<file path="src/rtl/comma_align_pkg.sv">
package comma_align_pkg;

    localparam int unsigned SYM_W = 10;

    // Comma codes, bit 0 = first transmitted bit
    localparam logic [SYM_W-1:0] COMMA_RDN = 10'h17C;
    localparam logic [SYM_W-1:0] COMMA_RDP = 10'h283;

    typedef enum logic [1:0] {
        ST_IDLE,
        ST_HUNT,
        ST_LOCK
    } aln_state_e;

endpackage

</file>
<file path="src/rtl/ca_sync.sv">
module ca_sync #(
    parameter int unsigned STAGES = 3
) (
    input  logic clk,
    input  logic rst_n,
    input  logic async_in,
    output logic level,
    output logic rise
);

    logic [STAGES-1:0] sr_q;
    logic              last_q;

    always_ff @(posedge clk or negedge rst_n) begin
        if (!rst_n) begin
            sr_q   <= '0;
            last_q <= 1'b0;
        end else begin
            sr_q   <= (sr_q << 1) | STAGES'(async_in);
            last_q <= sr_q[STAGES-1];
        end
    end

    assign level = sr_q[STAGES-1];
    assign rise  = level & ~last_q;

    // an arming pulse lasts exactly one cycle
    p_rise_single_r3: assert property (@(posedge clk) disable iff (!rst_n)
        rise |=> !rise);

endmodule

</file>
<file path="src/rtl/ca_scan.sv">
module ca_scan
    import comma_align_pkg::*;
#(
    parameter int unsigned OFF_W = 4
) (
    input  logic                 clk,
    input  logic                 rst_n,
    input  logic [SYM_W-1:0]     word_in,
    output logic [2*SYM_W-1:0]   window,
    output logic                 hit,
    output logic [OFF_W-1:0]     hit_off
);

    logic [SYM_W-1:0] cur_q;
    logic [SYM_W-1:0] prev_q;
    logic [SYM_W-1:0] match;

    always_ff @(posedge clk or negedge rst_n) begin
        if (!rst_n) begin
            cur_q  <= '0;
            prev_q <= '0;
        end else begin
            cur_q  <= word_in;
            prev_q <= cur_q;
        end
    end

    // earlier word holds the low half of the window
    assign window = {cur_q, prev_q};

    for (genvar k = 0; k < SYM_W; k++) begin : g_off
        assign match[k] = (window[k +: SYM_W] == COMMA_RDN) ||
                          (window[k +: SYM_W] == COMMA_RDP);
    end

    // lowest offset takes priority
    always_comb begin
        hit     = |match;
        hit_off = '0;
        for (int k = SYM_W - 1; k >= 0; k--) begin
            if (match[k]) hit_off = OFF_W'(k);
        end
    end

    // a legal stream shows the comma at no more than one offset
    p_single_offset_r4: assert property (@(posedge clk) disable iff (!rst_n)
        $onehot0(match));

endmodule

</file>
<file path="src/rtl/ca_fsm.sv">
module ca_fsm
    import comma_align_pkg::*;
#(
    parameter int unsigned OFF_W = 4
) (
    input  logic             clk,
    input  logic             rst_n,
    input  logic             arm,
    input  logic             en_lvl,
    input  logic             hit,
    input  logic [OFF_W-1:0] hit_off,
    output logic             lock,
    output logic             take,
    output logic [OFF_W-1:0] sel_off
);

    aln_state_e       state_q, state_d;
    logic [OFF_W-1:0] off_q;

    always_ff @(posedge clk or negedge rst_n) begin
        if (!rst_n) state_q <= ST_IDLE;
        else        state_q <= state_d;
    end

    always_ff @(posedge clk or negedge rst_n) begin
        if (!rst_n)    off_q <= '0;
        else if (take) off_q <= hit_off;
    end

    always_comb begin
        state_d = state_q;
        unique case (state_q)
            ST_IDLE: if (arm) state_d = ST_HUNT;
            ST_HUNT: begin
                if (!en_lvl)  state_d = ST_IDLE;
                else if (hit) state_d = ST_LOCK;
            end
            ST_LOCK: if (arm) state_d = ST_HUNT;
            default: state_d = ST_IDLE;
        endcase
    end

    always_comb begin
        lock    = (state_q == ST_LOCK);
        take    = (state_q == ST_HUNT) && en_lvl && hit;
        sel_off = take ? hit_off : off_q;
    end

    p_arm_drops_lock_r7: assert property (@(posedge clk) disable iff (!rst_n)
        arm |=> !lock);

    p_lock_holds_offset_r8: assert property (@(posedge clk) disable iff (!rst_n)
        (lock && !arm) |=> (lock && $stable(off_q)));

    p_abort_keeps_offset_r9: assert property (@(posedge clk) disable iff (!rst_n)
        (state_q == ST_HUNT && !en_lvl) |=> (!lock && $stable(off_q)));

endmodule

</file>
<file path="src/rtl/comma_aligner.sv">
module comma_aligner
    import comma_align_pkg::*;
#(
    parameter int unsigned SYNC_STAGES = 3
) (
    input  logic             clk,
    input  logic             rst_n,
    input  logic             align_en,
    input  logic [SYM_W-1:0] rx_word,
    output logic [SYM_W-1:0] aln_word,
    output logic             aln_valid,
    output logic             aln_lock
);

    localparam int unsigned OFF_W = $clog2(SYM_W);

    logic               en_lvl;
    logic               arm;
    logic [2*SYM_W-1:0] window;
    logic               hit;
    logic [OFF_W-1:0]   hit_off;
    logic               take;
    logic [OFF_W-1:0]   sel_off;

    ca_sync #(.STAGES(SYNC_STAGES)) u_sync (
        .clk      (clk),
        .rst_n    (rst_n),
        .async_in (align_en),
        .level    (en_lvl),
        .rise     (arm)
    );

    ca_scan #(.OFF_W(OFF_W)) u_scan (
        .clk     (clk),
        .rst_n   (rst_n),
        .word_in (rx_word),
        .window  (window),
        .hit     (hit),
        .hit_off (hit_off)
    );

    ca_fsm #(.OFF_W(OFF_W)) u_fsm (
        .clk     (clk),
        .rst_n   (rst_n),
        .arm     (arm),
        .en_lvl  (en_lvl),
        .hit     (hit),
        .hit_off (hit_off),
        .lock    (aln_lock),
        .take    (take),
        .sel_off (sel_off)
    );

    always_ff @(posedge clk or negedge rst_n) begin
        if (!rst_n) begin
            aln_word  <= '0;
            aln_valid <= 1'b0;
        end else begin
            if (take)              aln_valid <= 1'b1;
            if (take || aln_valid) aln_word  <= window[sel_off +: SYM_W];
        end
    end

    p_valid_sticky_r6: assert property (@(posedge clk) disable iff (!rst_n)
        aln_valid |=> aln_valid);

    p_lock_implies_valid_r6: assert property (@(posedge clk) disable iff (!rst_n)
        aln_lock |-> aln_valid);

    p_lock_shows_comma_r5: assert property (@(posedge clk) disable iff (!rst_n)
        $rose(aln_lock) |-> (aln_word == COMMA_RDN || aln_word == COMMA_RDP));

endmodule

</file>
<file path="config.mk">
export PLATFORM = sky130hd
export DESIGN_NAME = comma_aligner
export DESIGN_NICKNAME = d
export VERILOG_FILES = /design/src/rtl/comma_align_pkg.sv /design/src/rtl/ca_sync.sv /design/src/rtl/ca_scan.sv /design/src/rtl/ca_fsm.sv /design/src/rtl/comma_aligner.sv
export SDC_FILE = /design/constraint.sdc
export NUM_CORES = 1
export LEC_CHECK = 0
export BUFFER_PORTS_ARGS = -buffer_cell sky130_fd_sc_hd__buf_2
export CAP_MARGIN = 10
export CORE_MARGIN = 5
export CORE_UTILIZATION = 35
export CTS_CLUSTER_SIZE = 40
export DETAILED_ROUTE_END_ITERATION = 7
export PLACE_DENSITY = 0.63
export SLEW_MARGIN = 10
export SYNTH_ARGS = -nofsm -noshare
export SYNTH_HDL_FRONTEND = slang
export SYNTH_SLANG_ARGS = --single-unit
</file>
<file path="constraint.sdc">
create_clock -name clk -period 4.67 [get_ports clk]
set_clock_uncertainty 0.2 [all_clocks]
set_input_delay 0.2335 -clock clk [delete_from_list [all_inputs] [get_ports clk]]
set_output_delay 0.2335 -clock clk [all_outputs]
set_load 0.005 [all_outputs]
</file>
==> Yosys cells after proc, flatten, opt, wreduce, memory -nomap -nowiden <==
Index checks and enable logic that the tools add are counted.
{ "word_totals": {"register_bits": 41, "in_bits": 13} }
{ "classes": {"eq_ne": 24, "n_shift": 1, "muxes": 15, "bitwise": 3, "n_reduce_logical": 17} }
{ "ops": {"columns": ["cell", "n"], "rows": [
  ["$eq 10x10->1 const B", 10],
  ["$eq 10x9->1 const B", 10],
  ["$mux 4", 11],
  ["$shiftx 20x5->10", 1],
  ["$logic_or 1x1->1", 11],
  ["$reduce_or 10->1", 1],
  ["$mux 2", 3],
  ["$pmux 2 s2", 1],
  ["$ne 3x2->1 const B", 1],
  ["$or 3x1->3", 1],
  ["$eq 2x1->1 const B", 1],
  ["$eq 2x2->1 const B", 1],
  ["$logic_and 1x1->1", 2],
  ["$logic_not 2->1", 1],
  ["$ne 2x1->1 const B", 1],
  ["$reduce_and 2->1", 1],
  ["$reduce_or 2->1", 1],
  ["$and 1x1->1", 1],
  ["$not 1->1", 1]
]} }

==> Longest topological paths before layout <==
{ "logic_depth": {"depth_word": 14, "ltp_mapped": 15, "depth_no_buf": 11} }

==> Cells and area by module <==
Synthesis repeated with hierarchy kept, for this count alone.
{ "hier_totals": {"cells_unflattened": 232, "area_unflattened_um2": 2672.6} }
{ "by_module_without_submodules": {"columns": ["module", "n_inst", "cells_each", "area_each_um2"], "rows": [
  ["comma_aligner", 1, 114, 1276.2],
  ["ca_scan", 1, 96, 1026.0],
  ["ca_fsm", 1, 17, 256.5],
  ["ca_sync", 1, 5, 113.9]
]} }

==> Least setup slack after synthesis <==
No wires, ideal clock.
{ "synth_path": {"kind": "register -> register", "from": "register u_scan.prev_q[8]", "to": "register aln_word[5]", "setup_time_ns": 0.126, "arrival_ns": 3.151, "path_slack_ns": 1.193, "stages_incl_launch_ff": 11, "cell_sequence": "dfrtp_1 -> or4b_1 -> or4_1 -> o21ai_2 -> nor4_2 -> and4_4 -> buf_6 -> o31a_1 -> or2_4 -> a221o_1 -> o32a_1"} }
{ "synth_between": {"elab_chain_len": 13, "word_cells_on_any_way": 41, "cone_classes": "eq/ne: 18; shift: 1; mux: 10; reduce/logical: 12"} }
{ "synth_lines": {"columns": ["item", "line_no", "text"], "rows": [
  ["from (decl)", "ca_scan.sv:15", "logic [SYM_W-1:0] prev_q;"],
  ["from (signal assigned)", "ca_scan.sv:24", "prev_q <= cur_q;"],
  ["$eq 10x9->1 or $eq 10x10->1 (tied branches)", "ca_scan.sv:32, ca_scan.sv:33", null],
  ["$logic_or 1x1->1", "ca_scan.sv:32", "assign match[k] = (window[k +: SYM_W] == COMMA_RDN) ||"],
  ["$mux 4 (9 in a row)", "ca_scan.sv:41", "if (match[k]) hit_off = OFF_W'(k);"],
  ["$mux 4", "ca_fsm.sv:46", "sel_off = take ? hit_off : off_q;"],
  ["$shiftx 20x5->10", "comma_aligner.sv:60", "if (take || aln_valid) aln_word <= window[sel_off +: SYM_W];"],
  ["to (signal assigned)", "comma_aligner.sv:60", null],
  ["to (decl)", "comma_aligner.sv:10", "output logic [SYM_W-1:0] aln_word,"]
]} }
Parallel ways exist; a longest one is shown, timed or not.
A chain may end at the register's enable or synchronous reset.

==> Worst setup path in the final report <==
{ "layout_path": {"from": "register u_scan.prev_q[7]", "to": "register aln_word[5]"} }
{ "layout_between": {"elab_chain_len": 12, "word_cells_on_any_way": 37, "cone_classes": "eq/ne: 16; shift: 1; mux: 9; reduce/logical: 11"} }
{ "layout_lines": {"columns": ["item", "line_no"], "rows": [
  ["$eq 10x9->1 or $eq 10x10->1 (tied branches)", "ca_scan.sv:32, ca_scan.sv:33"],
  ["$logic_or 1x1->1", "ca_scan.sv:32"],
  ["$mux 4 (8 in a row)", "ca_scan.sv:41"],
  ["$mux 4", "ca_fsm.sv:46"],
  ["$shiftx 20x5->10", "comma_aligner.sv:60"]
]} }
Parallel ways exist; a longest one is shown, timed or not.

==> metrics.yaml <==
cts_max_level: 2
crit_path_end_kind: "flip-flop"
synth_cells: 332
utilization_pct: 40.6
synth_top_cells_by_area: "dfrtp_1 (36%), nand2_1 (4.4%), nand4_1 (2.8%)"
hold_depth: 0
min_period_ns: 4.18
core_mm2: 0.00809
yosysWarnings: 0
cts_tree: "done"
place_worst_setup_slack_ns: 0.621
die_h_um: 101
antenna_cells: 0
cts.sinks: 41
path_clk_slew_ns: 0.10
final_layout_size_suffix_gt1_share_pct: 15.9
clk_latency_ns: 0.32
drt_drc_violations_left: 0
dp_hpwl_mm: 6.13
wl_per_cell_um: 18.9
placed_cell_area_mm2: 0.00306
nNetsFinal: 370
path_max_fanout: 16
peakVddDrop_mv: 0.146
worst_pin_slew_ns: 0.942
grt_max_degree: 42
syn_to_final_growth_pct: 14.2
clockBufferDepth: 2
synth_edf_count: 0
dieArea_mm2: 0.0101
finalWeightedCongestion: 0.935
vias_per_cell: 6.35
setup_ws_ns: 0.493
syn_nets: 345
grt_overflow: 0
grt_pass1_vias: 2818
max_stage_delay_ns: 0.57
slew_headroom_pct: 37.2
synth_common_cells: "dfrtp_1 (41), nand2_1 (34), nor2_1 (21)"
final_area_mm2: 0.00328
drt_iter0_drc: 350
instances_no_fill: 463
cpMaxStageDelayCell: "or4b_1"
cts_root_buf: "clkbuf_8"
max_freq_mhz: 239
startpoint_type: "flip-flop"
status: "complete, no violations"
dieWidth_um: 101
hold_viol: 0
crit_required_ns: 4.67
leakage_nw: 1.36
syn-cell-area_mm2: 0.00287
timing_worst_setup_path_type: "reg -> reg"
io_buffers: 24
powerDensity_mw_per_mm2: 285
fin_crit_sh_pct: 89.4
holdWs_ns: 0.159
antenna_left: 0
slew_violations: 0
synth_seq_cells: 41
antenna_found_initial: 0
setup_tns_ns: 0
ios: 25
wl_mm: 8.75
dp.cells: 443
rsz0062_at_grt: "false"
start_util_pct: 35.5
synth.largest_area_cell: "dfrtp_1"
rows: 33
dr_total_vias: 2938
cts_buffers: 5
grt_first_pass_wirelength_mm: 14.5
drt-pass1-iter-count: 8
async_flop_share_pct: 100
r2r_cells: 11
synth_top_area_share_pct: 35.7
cp.arrival_ns: 4.18
synth_most_common_cell: "dfrtp_1"
crit_chain: "or4b_1, or4_1, o21ai_2, nor4_2, a32oi_1, and2_1, inv_2, nand2_1, o22ai_1, a2bb2oi_1, o32a_1"
syn_avg_cell_area_um2: 8.66
finalSetupViolations: 0
synth_cell_type_count: 72
yosysSeqAreaShare_pct: 35.7
p_total_mw: 0.934
hp-class: "reg -> reg"
cap_violations: 0
postCtsSetupBuffers: 0
ys.flop_type: "dfrtp_1"
grt_usage_pct: 17.9
## state kept, by name, indices dropped and copies added, names as in the netlist
signal         count
u_fsm.off_q        4
u_scan.prev_q     10
u_sync.last_q      1
u_scan.cur_q      10
u_fsm.state_q      2
aln_valid          1
aln_word          10
u_sync.sr_q        3
## cells by family (layout without fill, tap and decap cells)
| logic type | after synthesis | count (layout) | synth area share, % |
|---|---|---|---|
| DFF | 41 | 41 | 35.7 |
| buffers and inverters | 37 | 63 | 5.53 |
| and+or+nand+nor | 150 | 150 | 30.9 |
| muxes | 10 | 10 | 3.61 |
| AOI/OAI and AO/OA | 94 | 94 | 24.3 |
## cell usage in the layout, fill, tap and decap left out, types with 7 or more instances in the layout
master	instances
nand2_1	34
inv_1	8
o21ai_0	10
nor3_1	11
o31a_1	8
buf_4	7
mux2i_1	7
buf_2	24
a21oi_1	13
dfrtp_1	41
nand4_1	13
dlygate4sd3_1	12
nor2_1	21
nand3_1	10
## per-layer routing
layer | track usage (%) | share of wire, % | wire, um | vias to the layer above
met2 | 26.7 | 45 | 3950 | 155
li1 | - | - | - | 1338
met5 | 0 | 0 | 0 | -
met3 | 3.04 | 7.3 | 637 | 37
met4 | 8.50 | 3.8 | 333 | 0
met1 | 25.1 | 44 | 3830 | 1408
## layout make-up
| class | instances | area, um2 |
|---|---|---|
| fill | 842 | 4810 |
| multi-input combinational | 254 | 1690 |
| sequential | 41 | 1030 |
| timing repair buffer | 43 | 293 |
| tap | 105 | 131 |
| clock buffer | 5 | 68.8 |
| inverter | 12 | 45.0 |
| clock inverter | 3 | 28.8 |
## worst max-delay path, delay by kind of cell (launching register included)
kind,cells,cell delay (ns)
buffers and inverters,1,0.25
AO/OA/AOI/OAI,5,1.08
flip-flops,1,0.52
AND/OR/NAND/NOR,5,2.00
## report_power, final
group	internal, mW	total [mW]	switching [mW]	leakage, nW
Sequential	0.409	0.451	0.0418	0.476
Combinational	0.102	0.209	0.107	0.828
Clock	0.113	0.274	0.161	0.0511
Total	0.625	0.934	0.310	1.36
## timing repair
item / CTS / global route
resized for setup: 0 / 0
endpoints found under the hold margin: 52 / 0
endpoints found under the setup margin: 0 / 0
hold buffers: 12 / 0
## worst paths after layout
kind | slack [ns] | to | from
max reg2reg | 0.49 | aln_word[5] | u_scan.prev_q[7]
min reg2reg | 0.16 | u_sync.sr_q[1] | u_sync.sr_q[0]
min | 0.16 | u_sync.sr_q[1] | u_sync.sr_q[0]
max | 0.49 | aln_word[5] | u_scan.prev_q[7]
min in group asynchronous | 0.39 | u_scan.cur_q[2] | rst_n
max in group asynchronous | 3.29 | aln_word[3] | rst_n
Note: power is estimated with default switching activity, not from simulation.
